File: config.mk
export PLATFORM = sky130hd
export DESIGN_NAME = tx_buf_status
export DESIGN_NICKNAME = d
export VERILOG_FILES = /design/src/rtl/tx_buf_status.sv
export SDC_FILE = /design/constraint.sdc
export NUM_CORES = 1
export LEC_CHECK = 0
export ABC_AREA = 1
export BUFFER_PORTS_ARGS = -buffer_cell sky130_fd_sc_hd__buf_2
export CAP_MARGIN = 20
export CORE_MARGIN = 3
export CORE_UTILIZATION = 52
export CTS_BUF_LIST = sky130_fd_sc_hd__clkbuf_8
export CTS_CLUSTER_DIAMETER = 50
export DETAILED_ROUTE_END_ITERATION = 8
export GPL_TIMING_DRIVEN = 0
export PLACE_DENSITY = 0.9
export SYNTH_ARGS = -nofsm -noshare
export SYNTH_HDL_FRONTEND = slang
export SYNTH_SLANG_ARGS = --single-unit
File: constraint.sdc
create_clock -name clk -period 1.39 [get_ports clk]
set_input_delay 0.278 -clock clk [delete_from_list [all_inputs] [get_ports clk]]
set_output_delay 0.278 -clock clk [all_outputs]
set_load 0.02 [all_outputs]
File: src/rtl/tx_buf_status.sv
module tx_buf_status #(
  parameter int DW = 24
) (
  input  logic          clk,
  input  logic          rst_n,
  input  logic          soft_rst,
  input  logic          stop_req,
  input  logic          irq_en,
  input  logic          hold_a_we,
  input  logic [DW-1:0] hold_a_din,
  input  logic          hold_b_we,
  input  logic [DW-1:0] hold_b_din,
  input  logic          ctl_we,
  input  logic          ctl_ub_din,
  input  logic          ctl_cs_din,
  input  logic          frame_start,
  output logic [DW-1:0] tx_a,
  output logic [DW-1:0] tx_b,
  output logic          tx_b_ub,
  output logic          tx_b_cs,
  output logic [23:0]   status,
  output logic          irq,
  output logic          irq_vec_sel
);

  logic [DW-1:0] hold_a, hold_b;
  logic got_a, got_b, empty, underrun;
  logic ctl_ub, ctl_cs;

  wire clr    = soft_rst | stop_req;
  wire upload = frame_start & ~clr;
  wire got_a_nx = (got_a & ~upload) | hold_a_we;
  wire got_b_nx = (got_b & ~upload) | hold_b_we;

  always_ff @(posedge clk or negedge rst_n) begin
    if (!rst_n) begin
      hold_a   <= '0;
      hold_b   <= '0;
      tx_a     <= '0;
      tx_b     <= '0;
      got_a    <= 1'b0;
      got_b    <= 1'b0;
      empty    <= 1'b0;
      underrun <= 1'b0;
    end else begin
      if (hold_a_we) hold_a <= hold_a_din;
      if (hold_b_we) hold_b <= hold_b_din;
      if (clr) begin
        got_a    <= 1'b0;
        got_b    <= 1'b0;
        empty    <= 1'b0;
        underrun <= 1'b0;
      end else begin
        got_a <= got_a_nx;
        got_b <= got_b_nx;
        if (upload) begin
          empty    <= 1'b1;
          underrun <= empty;
          if (!empty) begin
            tx_a <= hold_a;
            tx_b <= hold_b;
          end
        end else if (got_a_nx && got_b_nx) begin
          empty <= 1'b0;
        end
      end
    end
  end

  always_ff @(posedge clk) begin
    if (ctl_we) begin
      ctl_ub <= ctl_ub_din;
      ctl_cs <= ctl_cs_din;
    end
    if (upload) begin
      tx_b_ub <= ctl_ub;
      tx_b_cs <= ctl_cs;
    end
  end

  assign status      = {21'd0, underrun, 1'b0, empty};
  assign irq         = empty & irq_en;
  assign irq_vec_sel = underrun;

  p_empty_after_upload_r2: assert property (@(posedge clk) disable iff (!rst_n)
    (frame_start && !soft_rst && !stop_req) |=> status[0]);

  p_underrun_set_r5: assert property (@(posedge clk) disable iff (!rst_n)
    (frame_start && !soft_rst && !stop_req && status[0]) |=> status[2]);

  p_repeat_pair_r5: assert property (@(posedge clk) disable iff (!rst_n)
    (frame_start && status[0]) |=> ($stable(tx_a) && $stable(tx_b)));

  p_clear_flags_r4: assert property (@(posedge clk) disable iff (!rst_n)
    (soft_rst || stop_req) |=> (status[0] == 1'b0 && status[2] == 1'b0));

  p_stop_freeze_r10: assert property (@(posedge clk) disable iff (!rst_n)
    stop_req |=> ($stable(tx_a) && $stable(tx_b)));

  p_underrun_clear_r11: assert property (@(posedge clk) disable iff (!rst_n)
    (frame_start && !soft_rst && !stop_req && !status[0]) |=> !irq_vec_sel);

  p_chb_bits_r8: assert property (@(posedge clk) disable iff (!rst_n)
    (frame_start && !soft_rst && !stop_req) |=> (tx_b_ub == $past(ctl_ub) && tx_b_cs == $past(ctl_cs)));

endmodule

==> Word-level counts from Yosys, hierarchy flattened <==
Index checks and enable logic that the tools add are counted.
{ "classes": {"n_mux": 7, "reduce_logical": 4, "bitwise_logic": 10} }
{ "op_table": {"columns": ["cell", "n"], "rows": [
  ["$mux W1", 7],
  ["$and A1 B1 Y1", 4],
  ["$not A1 Y1", 3],
  ["$or A1 B1 Y1", 3],
  ["$reduce_and A3 Y1", 1],
  ["$reduce_bool A3 Y1", 1],
  ["$reduce_bool A2 Y1", 1],
  ["$logic_and A1 B1 Y1", 1]
]} }
{ "word_totals": {"inputBits": 59, "register_bits": 104, "output_inout_bits": 76} }

==> Longest topological paths before layout <==
{ "logic_depth": {"ltp_word": 10, "depth_mapped": 8, "ltp_nobuf": 7} }

==> Worst setup path after synthesis <==
OpenSTA, ideal clock, no wires.
{ "synth_path": {"kind": "input -> register", "startpoint": "input port stop_req", "endpoint": "register tx_a[11]", "stages": 8, "path_buffers": 2, "required_ns": 1.260, "t_arrival_ns": 0.999, "setup_time_ns": 0.130, "setup_slack_ns": 0.261, "path_cell_list": "nor2_2 > nand2_2 > inv_2 > nand2_2 > buf_6 > buf_6 > nand2_1 > o21ai_1"} }
{ "synth_between": {"elab_chain_len": 4} }
{ "synth_lines": {"columns": ["item", "line_no", "source"], "rows": [
  ["start: declaration", "7", "input logic stop_req,"],
  ["$or A1 B1 Y1", "30", "wire clr = soft_rst | stop_req;"],
  ["$not A1 Y1 (no source line)", null, null],
  ["$and A1 B1 Y1", "31", "wire upload = frame_start & ~clr;"],
  ["net upload", "31", null],
  ["$reduce_and A3 Y1 (no source line)", null, null],
  ["end signal: assignment", "60", "tx_a <= hold_a;"],
  ["end: declaration", "17", "output logic [DW-1:0] tx_a,"]
]} }
The timed path passes the listed nets, and every way through them passes these cells.
A chain may end at the register's enable or synchronous reset.

==> Worst setup path in the final report <==
{ "layout_path": {"startpoint": "register underrun (netlist: irq_vec_sel)", "endpoint": "output port status[2]"} }
{ "layout_lines": {"columns": ["item", "line_no", "source"], "rows": [
  ["start: declaration", "27", "logic got_a, got_b, empty, underrun;"],
  ["start signal: assignment", "58", "underrun <= empty;"],
  ["end: declaration", "21", "output logic [23:0] status,"]
]} }
No word-level cell between the ends.

==> run metrics <==
top cells by area, synth=dfrtp_1, nand2_1, o21ai_0, o21ai_1, inv_1; clk_skew=0.01294 ns; power per cell area=1380 nW/um2; Die ar.=8863 um2; critical path type=register to output port; register bit count reported by yosys=104; post-layout min period=1.320 ns; CTS Sinks=104; Cell Rows=31; Via Count=3136; largest net degree at the start of global routing=58; CP arrival=1.04 ns; top_reg_cell synth=dfrtp_1; register area share after synthesis=64.91%; post-DP HPWL=6756 um; Final Hold Vio Count=0; clock input transition at the sequential cells of the worst setup and hold paths=0.10 ns; Pwr Total=6.943 mW; Yosys warnings=0; initial DRC count=138; I/O Pins=135; total gr overflow=0; Max-Cap Viols=0; P_leak=2.761 nW; Final Cycle Share=94.95%; WP buf/inv=2; share of cells above drive strength 1=28.98%; Final Setup Violations=0; GPL Wtd Cong=0.8125; Synth cell types=16; Setup crit start kind=register; initial antenna violation count=0; # diodes=0; Clock H-tree levels=3; maximum VDD drop=0.6723 mV; Worst setup EP type=output port; Die X=94.15 um; post-synthesis instance total=411; Critical Path RT=1.11 ns; DR pass1 iterations=4; DR WL/cell=13.67 um; unrepaired setup endpoints after global routing=no; CP peak stage delay=0.41 ns; Netlist Area Pre-Place=4040 um2; Area Growth Syn to Fin=24.56%; top-area cell type share of the netlist area=61.94%; Top Family by Delay on Critical Path=flip-flops; vias in the first global route=3080; Synth area leader=dfrtp_1; TritonCTS Buffers=9; crit path max-delay cell type=dfrtp_1; status=finished, final reports clean; Initial Util=54.53%; Crit. path cell count=2; Worst Reg-to-Reg Cells=4; Root Driver=clkbuf_8; Post-synth EDFFs=4; Async S/R FF share, synth=96.15%; fmax=757.7 MHz; Commonest cells post-synth=nand2_1, dfrtp_1, o21ai_0, inv_1, o21ai_1; critical-path cell list=buf_4 -> buf_2; die height=94.15 um; CORE AREA=7408 um2; Worst-Skew Late Latency=0.35 ns; Hold Path Class=primary input to register; Post-Layout Cell Count=658; Final Net Count=614; Post-CTS Setup Bufs=0; first-pass GRT wire length=14680 um; worst slew pin tran=0.5782 ns; Slew Viols, Final=0; Clock Path Buffers=2; CTS tree=yes; Post-Route WL=8998 um; Syn Area/Cell=9.830 um2; Cells after DPL=642; critical path fanouts, max=3; cell with the most instances after synthesis=nand2_1; I/O Buffers=110; # DRC=0; vias per cell=4.766; number of nets still failing antenna checks after routing=0; Worst Hold Depth=1; total track usage=21.45%; max_slew headroom=61.45%
[sequential cells by signal (all words and copies together) (netlist names)]
name / flops
hold_a: 24
hold_b: 24
tx_a: 24
tx_b: 24
ctl_cs: 1
ctl_ub: 1
empty: 1
got_a: 1
got_b: 1
irq_vec_sel: 1
tx_b_cs: 1
tx_b_ub: 1
[repair_timing]
action | 4_1_cts | 5_1_grt
gates resized for setup | 0 | 2
setup endpoints to repair | 0 | 2
hold buffers | 1 | 0
endpoints found under the hold margin | 43 | 0
[per-stage QoR]
stage          TNS, ns  utilization, %  setup WS, ns  area [um2]  hold slack [ns]
2_1_floorplan        0               -        0.2608        4119         -0.01759
6_report             0           67.93       0.07026        5032          0.09788
4_1_cts              0           67.91       0.05352        5031          0.08060
5_1_grt              0           67.93     0.0008309        5032          0.06993
3_3_place_gp    -86.50           64.70       -0.8693        4793           0.4028
3_5_place_dp   -0.2007           65.11      -0.03252        4823           0.3174
[where the power goes]
group          switching (mW)  internal [mW]  leakage (nW)  total, mW
logic                   0.947          0.506          1.37       1.45
registers               0.192           3.45          1.29       3.64
clock network           0.936          0.914         0.108       1.85
[cell families after synthesis]
group	count (synthesis)	share of synthesized area [%]
and+or+nand+nor	108	10.22
DFF	104	64.91
AOI/OAI and AO/OA	100	12.39
buffers and inverters	98	12.39
other	1	0.09282
[cells in the final DEF, fill, tap and decap left out, types with 2 or more instances in the layout]
cell,synthesis,routed
buf_4,24,25
buf_6,5,5
nand2_2,2,2
inv_1,53,55
conb_1,1,22
edfxtp_1,4,4
clkbuf_1,11,10
dfrtp_1,100,100
o21ai_1,40,40
o21ai_0,57,57
buf_2,4,113
nand2_1,104,104
clkbuf_8,0,11
a21oi_1,3,3
[area by class of cell]
cell class,instances,area [um2]
clock inverter,4,46.29
inverter,54,202.7
fill,575,2376
timing repair buffer,112,590.6
clock buffer,11,151.4
tap,99,123.9
multi-input combinational,230,996.0
sequential,104,2623
buffer,44,299.0
[path summary, 6_finish.rpt]
path,startpoint,end,slack (ns)
worst max-delay path,irq_vec_sel$_DFFE_PN0P_,status[2],0.07
min in group asynchronous,rst_n,tx_b[9]$_DFFE_PN0P_,0.45
worst max register to register,empty$_DFFE_PN0P_,tx_b[2]$_DFFE_PN0P_,0.09
worst min register to register,ctl_cs$_DFFE_PP_,tx_b_cs$_DFFE_PP_,0.43
worst min-delay path,ctl_ub_din,ctl_ub$_DFFE_PP_,0.1
max in group asynchronous,rst_n,tx_a[2]$_DFFE_PN0P_,0.28
[per-layer routing]
layer  share of wire [%]  vias to the layer above  GRT usage [%]
met5                   0                        -              0
met4                 2.0                        0          10.23
met3                 5.4                       16          3.205
met2                  53                      114          34.57
met1                  40                     1485          28.59
li1                    -                     1521              -
(Power assumes the default switching activity.)
